$ cat src/rtl/db_pkg.sv
package db_pkg;

  localparam int DATA_W = 32;

  typedef enum logic [2:0] {
    REG_RING = 3'd0,
    REG_EN   = 3'd1,
    REG_RAW  = 3'd2,
    REG_PEND = 3'd3,
    REG_NONE = 3'd4
  } db_reg_e;

  // Low byte of the window -> register selector.
  function automatic db_reg_e word_select(input logic [7:0] low_byte);
    db_reg_e sel;
    if ((low_byte[1:0] != 2'b00) || (low_byte[7:4] != 4'h0)) begin
      sel = REG_NONE;
    end else begin
      case (low_byte[3:2])
        2'd0:    sel = REG_RING;
        2'd1:    sel = REG_EN;
        2'd2:    sel = REG_RAW;
        default: sel = REG_PEND;
      endcase
    end
    return sel;
  endfunction

endpackage

$ cat src/rtl/db_rst_sync.sv
module db_rst_sync (
  input  logic clk,
  input  logic rst_n,
  output logic rst_sync_n
);

  logic [1:0] sync_q;

  always_ff @(posedge clk or negedge rst_n) begin
    if (!rst_n) begin
      sync_q <= 2'b00;
    end else begin
      sync_q <= {sync_q[0], 1'b1};
    end
  end

  assign rst_sync_n = sync_q[1];

endmodule

$ cat src/rtl/db_port_decode.sv
module db_port_decode #(
  parameter int N_DB  = 4,
  parameter int DBI_W = 2,
  parameter int AW    = 10
) (
  input  logic                 valid,
  input  logic                 write,
  input  logic [AW-1:0]        addr,
  output logic [N_DB-1:0]      cell_sel,
  output logic [DBI_W-1:0]     cell_idx,
  output db_pkg::db_reg_e      reg_sel,
  output logic                 is_write,
  output logic                 is_read
);

  always_comb begin
    cell_idx = addr[AW-1:8];
    reg_sel  = db_pkg::word_select(addr[7:0]);
    is_write = valid & write;
    is_read  = valid & ~write;
    for (int k = 0; k < N_DB; k++) begin
      cell_sel[k] = valid && (cell_idx == DBI_W'(k));
    end
  end

endmodule

$ cat src/rtl/db_cell.sv
module db_cell #(
  parameter int N_PORT   = 2,
  parameter int N_MASTER = 32,
  parameter int MID_W    = 5
) (
  input  logic                               clk,
  input  logic                               rst_n,
  input  logic [N_PORT-1:0]                  sel,
  input  logic [N_PORT-1:0]                  wr,
  input  db_pkg::db_reg_e                    reg_sel [N_PORT],
  input  logic [N_PORT-1:0][db_pkg::DATA_W-1:0] wdata,
  input  logic [N_PORT-1:0][MID_W-1:0]       mid,
  output logic [N_MASTER-1:0]                en_q,
  output logic [N_MASTER-1:0]                raw_q,
  output logic [N_MASTER-1:0]                pend_q,
  output logic                               irq_o
);

  import db_pkg::*;

  localparam logic [N_MASTER-1:0] ONE_BIT = {{(N_MASTER-1){1'b0}}, 1'b1};
  localparam logic [DATA_W-1:0]   RING_CODE = {{(DATA_W-1){1'b0}}, 1'b1};

  logic [N_MASTER-1:0] ring_mask;
  logic [N_MASTER-1:0] raw_clr;
  logic [N_MASTER-1:0] pend_clr;
  logic                en_wr;
  logic [N_MASTER-1:0] en_d;
  logic [N_MASTER-1:0] raw_d;
  logic [N_MASTER-1:0] pend_d;
  logic                raw_ce;
  logic                pend_ce;

  // Merge all ports; descending loop so port 0 has the last word on enable.
  always_comb begin
    ring_mask = '0;
    raw_clr   = '0;
    pend_clr  = '0;
    en_wr     = 1'b0;
    en_d      = en_q;
    for (int p = N_PORT - 1; p >= 0; p--) begin
      if (sel[p] && wr[p]) begin
        case (reg_sel[p])
          REG_RING: begin
            if (wdata[p] == RING_CODE) begin
              ring_mask = ring_mask | (ONE_BIT << mid[p]);
            end
          end
          REG_EN: begin
            en_wr = 1'b1;
            en_d  = wdata[p][N_MASTER-1:0];
          end
          REG_RAW:  raw_clr  = raw_clr  | wdata[p][N_MASTER-1:0];
          REG_PEND: pend_clr = pend_clr | wdata[p][N_MASTER-1:0];
          default: ;
        endcase
      end
    end
  end

  // Next state: ring takes precedence over same-cycle clear.
  always_comb begin
    raw_d   = (raw_q  & ~raw_clr)  | ring_mask;
    pend_d  = (pend_q & ~pend_clr) | (ring_mask & en_q);
    raw_ce  = (|ring_mask) | (|raw_clr);
    pend_ce = (|(ring_mask & en_q)) | (|pend_clr);
  end

  always_ff @(posedge clk or negedge rst_n) begin
    if (!rst_n) begin
      en_q   <= '0;
      raw_q  <= '0;
      pend_q <= '0;
    end else begin
      if (en_wr) begin
        en_q <= en_d;
      end
      if (raw_ce) begin
        raw_q <= raw_d;
      end
      if (pend_ce) begin
        pend_q <= pend_d;
      end
    end
  end

  assign irq_o = |pend_q;

  AST_PEND_NEEDS_EN: assert property (@(posedge clk) disable iff (!rst_n)
    1'b1 |=> ((pend_q & ~$past(pend_q) & ~$past(en_q)) == '0));

  AST_RING_WINS: assert property (@(posedge clk) disable iff (!rst_n)
    ((ring_mask & en_q & pend_clr) != '0) |=>
      ((pend_q & $past(ring_mask & en_q & pend_clr)) == $past(ring_mask & en_q & pend_clr)));

  AST_RAW_HOLD: assert property (@(posedge clk) disable iff (!rst_n)
    ((ring_mask == '0) && (raw_clr == '0)) |=> $stable(raw_q));

  AST_IRQ_NEEDS_RING: assert property (@(posedge clk) disable iff (!rst_n)
    $rose(irq_o) |-> $past(ring_mask != '0));

  AST_EN_PORT0_WINS: assert property (@(posedge clk) disable iff (!rst_n)
    (sel[0] && wr[0] && (reg_sel[0] == REG_EN)) |=> (en_q == $past(wdata[0][N_MASTER-1:0])));

endmodule

$ cat src/rtl/db_read_port.sv
module db_read_port #(
  parameter int N_DB     = 4,
  parameter int DBI_W    = 2,
  parameter int N_MASTER = 32
) (
  input  logic                              clk,
  input  logic                              rst_n,
  input  logic                              is_read,
  input  logic [DBI_W-1:0]                  cell_idx,
  input  db_pkg::db_reg_e                   reg_sel,
  input  logic [N_DB-1:0][N_MASTER-1:0]     en_all,
  input  logic [N_DB-1:0][N_MASTER-1:0]     raw_all,
  input  logic [N_DB-1:0][N_MASTER-1:0]     pend_all,
  output logic                              rvalid_q,
  output logic [db_pkg::DATA_W-1:0]         rdata_q
);

  import db_pkg::*;

  logic [N_MASTER-1:0] word_sel;
  logic [DATA_W-1:0]   rdata_d;

  always_comb begin
    word_sel = '0;
    if (int'(cell_idx) < N_DB) begin
      case (reg_sel)
        REG_EN:   word_sel = en_all[cell_idx];
        REG_RAW:  word_sel = raw_all[cell_idx];
        REG_PEND: word_sel = pend_all[cell_idx];
        default:  word_sel = '0;
      endcase
    end
    rdata_d = DATA_W'(word_sel);
  end

  always_ff @(posedge clk or negedge rst_n) begin
    if (!rst_n) begin
      rvalid_q <= 1'b0;
      rdata_q  <= '0;
    end else begin
      rvalid_q <= is_read;
      if (is_read) begin
        rdata_q <= rdata_d;
      end
    end
  end

  AST_EMPTY_OFFSET_ZERO: assert property (@(posedge clk) disable iff (!rst_n)
    (is_read && ((reg_sel == REG_NONE) || (reg_sel == REG_RING))) |=>
      (rvalid_q && (rdata_q == '0)));

endmodule

$ cat src/rtl/db_ring_unit.sv
module db_ring_unit #(
  parameter int N_DB     = 4,
  parameter int N_PORT   = 2,
  parameter int N_MASTER = 32,
  localparam int DBI_W   = (N_DB > 1) ? $clog2(N_DB) : 1,
  localparam int AW      = DBI_W + 8,
  localparam int MID_W   = (N_MASTER > 1) ? $clog2(N_MASTER) : 1,
  localparam int DW      = db_pkg::DATA_W
) (
  input  logic                     clk,
  input  logic                     rst_n,
  input  logic [N_PORT-1:0]        req_valid,
  input  logic [N_PORT-1:0]        req_write,
  input  logic [N_PORT*AW-1:0]     req_addr,
  input  logic [N_PORT*DW-1:0]     req_wdata,
  input  logic [N_PORT*MID_W-1:0]  req_mid,
  output logic [N_PORT-1:0]        rsp_valid,
  output logic [N_PORT*DW-1:0]     rsp_rdata,
  output logic [N_DB-1:0]          irq
);

  import db_pkg::*;

  logic rst_sync_n;

  logic [N_PORT-1:0][N_DB-1:0]   cell_sel;
  logic [N_PORT-1:0][DBI_W-1:0]  cell_idx;
  db_reg_e                       reg_sel [N_PORT];
  logic [N_PORT-1:0]             is_write;
  logic [N_PORT-1:0]             is_read;
  logic [N_PORT-1:0][DW-1:0]     wdata_a;
  logic [N_PORT-1:0][MID_W-1:0]  mid_a;

  logic [N_DB-1:0][N_MASTER-1:0] en_all;
  logic [N_DB-1:0][N_MASTER-1:0] raw_all;
  logic [N_DB-1:0][N_MASTER-1:0] pend_all;

  db_rst_sync u_rst_sync (
    .clk        (clk),
    .rst_n      (rst_n),
    .rst_sync_n (rst_sync_n)
  );

  for (genvar p = 0; p < N_PORT; p++) begin : g_port
    assign wdata_a[p] = req_wdata[p*DW +: DW];
    assign mid_a[p]   = req_mid[p*MID_W +: MID_W];

    db_port_decode #(
      .N_DB  (N_DB),
      .DBI_W (DBI_W),
      .AW    (AW)
    ) u_dec (
      .valid    (req_valid[p]),
      .write    (req_write[p]),
      .addr     (req_addr[p*AW +: AW]),
      .cell_sel (cell_sel[p]),
      .cell_idx (cell_idx[p]),
      .reg_sel  (reg_sel[p]),
      .is_write (is_write[p]),
      .is_read  (is_read[p])
    );

    db_read_port #(
      .N_DB     (N_DB),
      .DBI_W    (DBI_W),
      .N_MASTER (N_MASTER)
    ) u_rd (
      .clk      (clk),
      .rst_n    (rst_sync_n),
      .is_read  (is_read[p]),
      .cell_idx (cell_idx[p]),
      .reg_sel  (reg_sel[p]),
      .en_all   (en_all),
      .raw_all  (raw_all),
      .pend_all (pend_all),
      .rvalid_q (rsp_valid[p]),
      .rdata_q  (rsp_rdata[p*DW +: DW])
    );
  end

  for (genvar k = 0; k < N_DB; k++) begin : g_cell
    logic [N_PORT-1:0] sel_k;

    always_comb begin
      for (int p = 0; p < N_PORT; p++) begin
        sel_k[p] = cell_sel[p][k];
      end
    end

    db_cell #(
      .N_PORT   (N_PORT),
      .N_MASTER (N_MASTER),
      .MID_W    (MID_W)
    ) u_cell (
      .clk     (clk),
      .rst_n   (rst_sync_n),
      .sel     (sel_k),
      .wr      (is_write),
      .reg_sel (reg_sel),
      .wdata   (wdata_a),
      .mid     (mid_a),
      .en_q    (en_all[k]),
      .raw_q   (raw_all[k]),
      .pend_q  (pend_all[k]),
      .irq_o   (irq[k])
    );
  end

  AST_RESET_QUIET: assert property (@(posedge clk)
    (!rst_sync_n) |-> (irq == '0));

endmodule

$ cat config.mk
export PLATFORM = sky130hd
export DESIGN_NAME = db_ring_unit
export DESIGN_NICKNAME = d
export VERILOG_FILES = /design/src/rtl/db_pkg.sv /design/src/rtl/db_rst_sync.sv /design/src/rtl/db_port_decode.sv /design/src/rtl/db_cell.sv /design/src/rtl/db_read_port.sv /design/src/rtl/db_ring_unit.sv
export SDC_FILE = /design/constraint.sdc
export NUM_CORES = 1
export LEC_CHECK = 0
export BUFFER_PORTS_ARGS = -buffer_cell sky130_fd_sc_hd__buf_4
export CAP_MARGIN = 20
export CELL_PAD_IN_SITES_DETAIL_PLACEMENT = 0
export CELL_PAD_IN_SITES_GLOBAL_PLACEMENT = 1
export CORE_ASPECT_RATIO = 1.5
export CORE_UTILIZATION = 40
export DETAILED_ROUTE_END_ITERATION = 10
export PLACE_DENSITY = 0.78
export SLEW_MARGIN = 25
export SYNTH_ARGS = -nofsm -noshare
export SYNTH_HDL_FRONTEND = slang
export SYNTH_HIERARCHICAL = 1
export SYNTH_SLANG_ARGS = --single-unit
$ cat constraint.sdc
create_clock -name clk -period 16 [get_ports clk]
set_input_delay 1.6 -clock clk [delete_from_list [all_inputs] [get_ports clk]]
set_output_delay 1.6 -clock clk [all_outputs]
set_load 0.03 [all_outputs]
==> results.py, run 1 <==
metrics = {
    "synth": {
        "yosys_most_used_dff": "dfrtp_1",
        "synth-edff-count": 0,
        "synthAdderAreaFrac_pct": 0,
        "synth_fp_nets": 3461,
        "synth-simple-area-share_pct": 23.3,
        "netlist_area_sq_mm": 0.0313,
        "synth_seq_cells": 452,
        "synth_cells": 3361,
        "synth-compound-area-share_pct": 20.6,
        "synthXorXnorAreaFrac_pct": 0,
        "yosys_warnings": 6,
        "synth_cell_types": 51,
        "syn-mean-instance-area_sq_um": 9.30,
        "ys_async_sr_fraction_pct": 100,
        "yosysSeqAreaShare_pct": 36.2,
        "synth.area.mux_share_pct": 14.7,
        "synth_top_family_by_area": "simple AND/OR/NAND/NOR gates",
    },
    "layout": {
        "nets": 3522,
        "drive_gt1_share_pct": 21.3,
        "area_growth_pct": 12.0,
        "fin_cells": 4471,
    },
    "placed_design": {
        "port-buffer-count": 169,
        "gp_congestion": 1.00,
        "dp_hpwl_mm": 105,
        "dp_cells": 4387,
    },
    "timing": {
        "fin_crit_sh_pct": 29.4,
        "tns_ns": 0,
        "fin_crit_ns": 4.71,
        "skew_ns": 0.0168,
        "fmax_ghz": 0.212,
        "worst_pin_slew_ns": 1.33,
        "finalHoldViolCount": 0,
        "setup_viol": 0,
        "maxSlewHeadroom_pct": 11.6,
        "rsz0062_at_grt": "false",
        "slew_violations": 0,
    },
    "clocking": {
        "cts_hold_buf": 0,
        "clkTransAtPathRegs_ns": 0.06,
        "clock-sinks": 452,
        "cts_tree": "done",
        "post_cts_buffers": 0,
        "clock_path_buffers": 3,
        "htreeDepth": 2,
        "post_cts_resized": 0,
        "cts-root-buf": "clkbuf_16",
        "cts_buffers": 49,
        "clkLatencyLatePin_ns": 0.62,
    },
    "grt": {
        "grt_pass1_wl_mm": 211,
        "grt_overflow": 0,
        "grt_usage_pct": 36.6,
        "grt_pass1_vias": 29500,
        "grt_max_degree": 161,
        "antenna_found_initial": 3,
    },
    "route": {
        "firstDrtPassIters": 9,
        "first_iter_violations": 3365,
        "postRouteAntennaNets": 0,
        "route.detailed.drc": 0,
        "wl_per_cell_um": 32.7,
        "wirelength_mm": 146,
        "viasPerCell": 6.69,
        "num_vias": 29900,
    },
    "worst_setup_path": {
        "crit_fanout": 4,
        "cp-endpoint": "irq[1]",
        "cp-start-kind": "flip-flop",
        "crit_arrival_ns": 3.11,
        "timing.rr.end": "g_cell[0].u_cell/en_q[10]",
        "reg2reg_depth": 4,
        "r2r-start": "u_rst_sync/sync_q[1]",
        "path_class": "flip-flop to output pin",
        "reg2reg_slack_ns": 11.83,
        "crit_path_end_kind": "output pin",
        "critPathRequiredTime_ns": 14.40,
        "startpoint": "g_cell[1].u_cell/pend_q[15]",
    },
    "floorplan": {
        "die_w_um": 230,
        "die_h_um": 344,
        "placementRows": 125,
        "start_util_pct": 40.4,
        "die_area_sq_mm": 0.0793,
        "io_pins": 170,
        "core_area_sq_mm": 0.0774,
    },
    "hold_path": {
        "hold_path.class": "flip-flop to flip-flop",
    },
    "power_and_ir_drop": {
        "p_leak_nw": 14.0,
        "finalPower_mw": 2.49,
        "ir_worst_vdd_v": 0.0000689,
        "p_per_area_mw_per_mm2": 71.2,
    },
    "outcome": {
        "status": "finished, final reports clean",
    },
    "run": {
        "maxCapViolCount": 0,
    },
}
[worst min-delay path by stage]
stage	to	start	slack (ns)	depth (start not counted)
2_1_floorplan	u_rst_sync/sync_q[1]	u_rst_sync/sync_q[0]	0.33	0
3_3_place_gp	u_rst_sync/sync_q[1]	u_rst_sync/sync_q[0]	0.33	0
3_5_place_dp	u_rst_sync/sync_q[1]	u_rst_sync/sync_q[0]	0.35	0
4_1_cts	u_rst_sync/sync_q[1]	u_rst_sync/sync_q[0]	0.36	0
5_1_grt	u_rst_sync/sync_q[1]	u_rst_sync/sync_q[0]	0.37	0
6_report	u_rst_sync/sync_q[1]	u_rst_sync/sync_q[0]	0.35	0
[cell usage in the layout, fill, tap and decap left out, drive strengths merged, types with 8 or more instances in the layout]
| cell type | netlist | final |
|---|---|---|
| nand4 | 48 | 48 |
| clkinv | 0 | 9 |
| clkbuf | 134 | 72 |
| and2 | 22 | 22 |
| a21o | 8 | 8 |
| dfrtp | 452 | 452 |
| nor4bb | 12 | 12 |
| and3 | 26 | 26 |
| o21ai | 312 | 312 |
| a22o | 16 | 16 |
| nor3 | 44 | 44 |
| o31ai | 64 | 64 |
| buf | 98 | 242 |
| mux2 | 188 | 188 |
| nor2b | 140 | 140 |
| nor4 | 154 | 154 |
| nor4b | 24 | 24 |
| nand4b | 8 | 8 |
| nand2b | 12 | 12 |
| inv | 132 | 133 |
| nor2 | 100 | 100 |
| a32oi | 64 | 64 |
| mux2i | 100 | 100 |
| a211oi | 62 | 62 |
| o22ai | 62 | 62 |
| and3b | 8 | 8 |
| a22oi | 304 | 304 |
| a21oi | 96 | 96 |
| nand3 | 24 | 24 |
| mux4 | 66 | 66 |
| nand2 | 546 | 546 |
[metal layers]
layer / GRT usage (%) / share of wire, % / vias up
li1: - / - / 12700
met1: 41.8 / 37 / 15100
met2: 61.4 / 48 / 1535
met3: 5.73 / 6.4 / 575
met4: 28.6 / 9.2 / 4
met5: 0 / 0.017 / -
[cells by family after synthesis]
family          after synthesis
compound gates              990
mux                         354
flops                       452
buf+inv                     364
other cells                   1
simple gates               1200
[synthesized netlist by cell type (8+ instances only)]
cell,count,area [sq um]
nor4_2,38,475
a32oi_1,64,561
o22ai_1,62,388
nand3_1,24,120
nor4bb_1,12,120
nand4b_1,8,70.1
a22o_1,8,70.1
clkbuf_1,134,503
a21oi_1,96,480
nand4_4,12,255
nor4b_1,12,105
nor2b_1,140,876
mux2_2,188,2120
a211oi_1,62,465
a22o_2,8,80.1
a22oi_1,304,2280
and2_1,18,113
o31ai_1,64,480
inv_1,132,495
dfrtp_1,452,11300
buf_2,72,360
a21o_2,8,70.1
nand2_1,546,2050
nand2b_1,12,75.1
mux2i_1,100,1000
o21ai_1,108,541
and3_1,26,163
mux4_2,66,1490
and3b_1,8,70.1
nor2_1,100,375
buf_4,18,135
nor4_1,68,425
nor4b_2,8,120
o21ai_0,204,1020
nand4_1,36,225
nor3_1,40,200
nor4_4,48,1020
[per-stage QoR]
step	hold WS [ns]	util [%]	instance area, sq um	setup slack (ns)
after floorplan	0.331	-	31300	2.47
after global placement	0.335	43.2	33500	10.91
after detailed placement	0.347	43.3	33500	10.88
after CTS	0.360	45.2	35000	11.47
after global routing	0.365	45.2	35000	11.22
final	0.355	45.2	35000	11.29
[where the power goes]
group / switching, mW / internal, mW
Combinational: 0.174 / 0.0532
Sequential: 0.00268 / 1.14
Clock: 0.508 / 0.611
[registers in the layout, indices dropped and copies added, names as in the netlist]
| register | cells |
|---|---|
| g_cell.u_cell/en_q | 128 |
| g_cell.u_cell/pend_q | 128 |
| g_cell.u_cell/raw_q | 128 |
| g_port.u_rd/rdata_q | 64 |
| g_port.u_rd/rvalid_q | 2 |
| u_rst_sync/sync_q | 2 |
[worst max-delay path, stage by stage, from the launching register on]
cell and delay, ns:
dfrtp_1 0.57, nor4_2 0.72, nand4_1 0.53, or2_2 0.48, buf_4 0.18
[area by class of cell]
class / instances / area, sq um
sequential: 452 / 11300
timing repair buffer: 242 / 1860
inverter: 132 / 495
multi-input combinational: 2545 / 18600
fill: 7639 / 42400
clock inverter: 11 / 65.1
clock buffer: 72 / 1420
antenna: 1 / 2.50
tap: 1016 / 1270
Power figures use the tool's default switching activity.
==> inputs of run 2 (changes only) <==
--- a/config.mk
+++ b/config.mk
@@ -12,7 +12,7 @@
 export CORE_ASPECT_RATIO = 1.5
 export CORE_UTILIZATION = 40
 export DETAILED_ROUTE_END_ITERATION = 10
-export PLACE_DENSITY = 0.78
+export PLACE_DENSITY = 0.8
 export SLEW_MARGIN = 25
 export SYNTH_ARGS = -nofsm -noshare
 export SYNTH_HDL_FRONTEND = slang
==> constraint.sdc (replaced) <==
create_clock -name clk -period 4 [get_ports clk]
set_input_delay 0.4 -clock clk [delete_from_list [all_inputs] [get_ports clk]]
set_output_delay 0.4 -clock clk [all_outputs]
set_load 0.03 [all_outputs]
==> results.py, run 2 (synthesis gave the netlist of run 1 again) <==
metrics = {
    "worst_setup_path": {
        "path_class": "flip-flop to output pin",
        "crit_arrival_ns": 3.23,
        "slowest_delay_ns": 0.96,
        "crit_slowest_cell": "nor4_1",
        "crit_fanout": 4,
        "crit_path_end_kind": "output pin",
        "path_buf_inv": 1,
        "critPathRequiredTime_ns": 3.60,
        "cp-start-kind": "flip-flop",
        "critPathTopFamily": "simple AND/OR/NAND/NOR gates",
        "cp_cell_sequence": "nor4_1 -> nand4_1 -> or2_2 -> buf_4",
    },
    "route": {
        "num_vias": 30400,
        "firstDrtPassIters": 6,
        "postRouteAntennaNets": 0,
        "viasPerCell": 6.72,
        "wl_per_cell_um": 33.0,
        "wirelength_mm": 149,
        "first_iter_violations": 3513,
        "route.detailed.drc": 0,
    },
    "clocking": {
        "cts_hold_buf": 1,
        "clock-sinks": 452,
        "clock_path_buffers": 3,
        "post_cts_resized": 0,
        "htreeDepth": 2,
        "post_cts_buffers": 0,
        "cts-root-buf": "clkbuf_16",
        "cts_buffers": 49,
        "clkLatencyLatePin_ns": 0.64,
        "clkTransAtPathRegs_ns": 0.07,
        "cts_tree": "done",
    },
    "power_and_ir_drop": {
        "p_per_area_mw_per_mm2": 292,
        "p_comb_share_pct": 8.9,
        "power_frac_seq_pct": 44.0,
        "intPower_mw": 7.61,
        "p_sw_mw": 2.82,
        "p_leak_nw": 14.4,
        "ir_worst_vdd_v": 0.000288,
        "clkPwrFrac_pct": 47.1,
        "netSwitchingFraction_pct": 27.0,
    },
    "timing": {
        "worst_pin_slew_ns": 1.28,
        "fin_crit_sh_pct": 90.8,
        "setup_viol": 0,
        "maxSlewHeadroom_pct": 13.7,
        "fmax_ghz": 0.275,
        "rsz0062_at_grt": "false",
        "skew_ns": 0.0189,
        "slew_violations": 0,
        "finalHoldViolCount": 0,
        "fin_crit_ns": 3.63,
    },
    "placed_design": {
        "port-buffer-count": 169,
        "gp_congestion": 1.08,
        "dp_cells": 4436,
        "dpl-instance-area_sq_mm": 0.0340,
        "dp_hpwl_mm": 107,
    },
    "layout": {
        "area_growth_pct": 14.3,
        "fin_cells": 4529,
        "reg_top3": "g_cell.u_cell/en_q (128), g_cell.u_cell/pend_q (128), g_cell.u_cell/raw_q (128)",
        "nets": 3572,
        "layout_commonest_cell": "nand2_1",
        "drive_gt1_share_pct": 22.5,
        "final_cell_mix": "nand2_1, dfrtp_1, a22oi_1, buf_4, o21ai_0",
        "final_area_sq_mm": 0.0357,
    },
    "hold_path": {
        "hold_path.class": "primary input to async pin",
    },
    "floorplan": {
        "die_area_sq_mm": 0.0793,
        "core_area_sq_mm": 0.0774,
        "placementRows": 125,
        "die_w_um": 230,
        "io_pins": 170,
        "die_h_um": 344,
        "start_util_pct": 40.4,
    },
    "grt": {
        "grt_max_degree": 128,
        "antenna_found_initial": 3,
        "grt_overflow": 0,
        "grt_pass1_wl_mm": 214,
        "grt_pass1_vias": 29900,
        "grt_usage_pct": 37.2,
    },
    "outcome": {
        "status": "finished, final reports clean",
    },
    "run": {
        "maxCapViolCount": 0,
    },
}
-- run 2: final cells by class --
type	count	area (sq um)
Sequential cell	452	11300
Timing Repair Buffer	292	2410
Fill cell	7552	41700
Antenna cell	1	2.50
Tap cell	1016	1270
Inverter	132	495
Clock buffer	71	1460
Clock inverter	20	223
Multi-Input combinational cell	2545	18600
-- run 2: worst paths after layout --
check | startpoint | end | slack (ns) | cells after the start
setup / recovery | g_cell[0].u_cell/pend_q[23] | irq[0] | 0.37 | 4
hold / removal | rst_n | u_rst_sync/sync_q[1] | 0.08 | 2
setup reg to reg | u_rst_sync/sync_q[1] | g_cell[1].u_cell/en_q[27] | 2.41 | 2
hold reg to reg | u_rst_sync/sync_q[0] | u_rst_sync/sync_q[1] | 0.35 | 0
max in group asynchronous | u_rst_sync/sync_q[1] | g_cell[1].u_cell/en_q[27] | 2.41 | 2
min in group clk | req_wdata[0] | g_cell[3].u_cell/en_q[0] | 0.12 | 3
-- run 2: worst register-to-register path: stages (launching register included) --
cell	delay, ns
dfrtp_4	0.98
buf_4	0.43
buf_4	0.34
-- run 2: through the flow --
| stage | setup WS, ns | TNS, ns | total power [mW] | utilization, % | hold WS (ns) |
|---|---|---|---|---|---|
| after floorplan | -0.421 | -189.52 | 5.07 | - | 0.104 |
| after global routing | 0.407 | 0 | 10.7 | 46.2 | 0.107 |
| final | 0.366 | 0 | 10.4 | 46.2 | 0.0850 |
| after detailed placement | 0.618 | 0 | 5.59 | 44.0 | 0.184 |
| after CTS | 0.592 | 0 | 10.5 | 46.2 | 0.0677 |
| after global placement | 0.822 | 0 | 5.58 | 44.0 | 0.183 |
-- run 2: per-layer routing --
layer	global-route usage [%]	wire (um)
met5	0	0
met4	31.2	14600
met3	5.69	10900
met2	60.2	69200
met1	43.4	54600
-- run 2: power groups by stage --
stage | Sequential, mW | Clock (mW) | Combinational, mW
detailed placement | 4.67 | 0 | 0.913
global placement | 4.67 | 0 | 0.911
finish | 4.59 | 4.91 | 0.931
floorplan | 4.73 | 0 | 0.340
CTS | 4.59 | 4.95 | 0.913
global route | 4.59 | 5.12 | 0.968
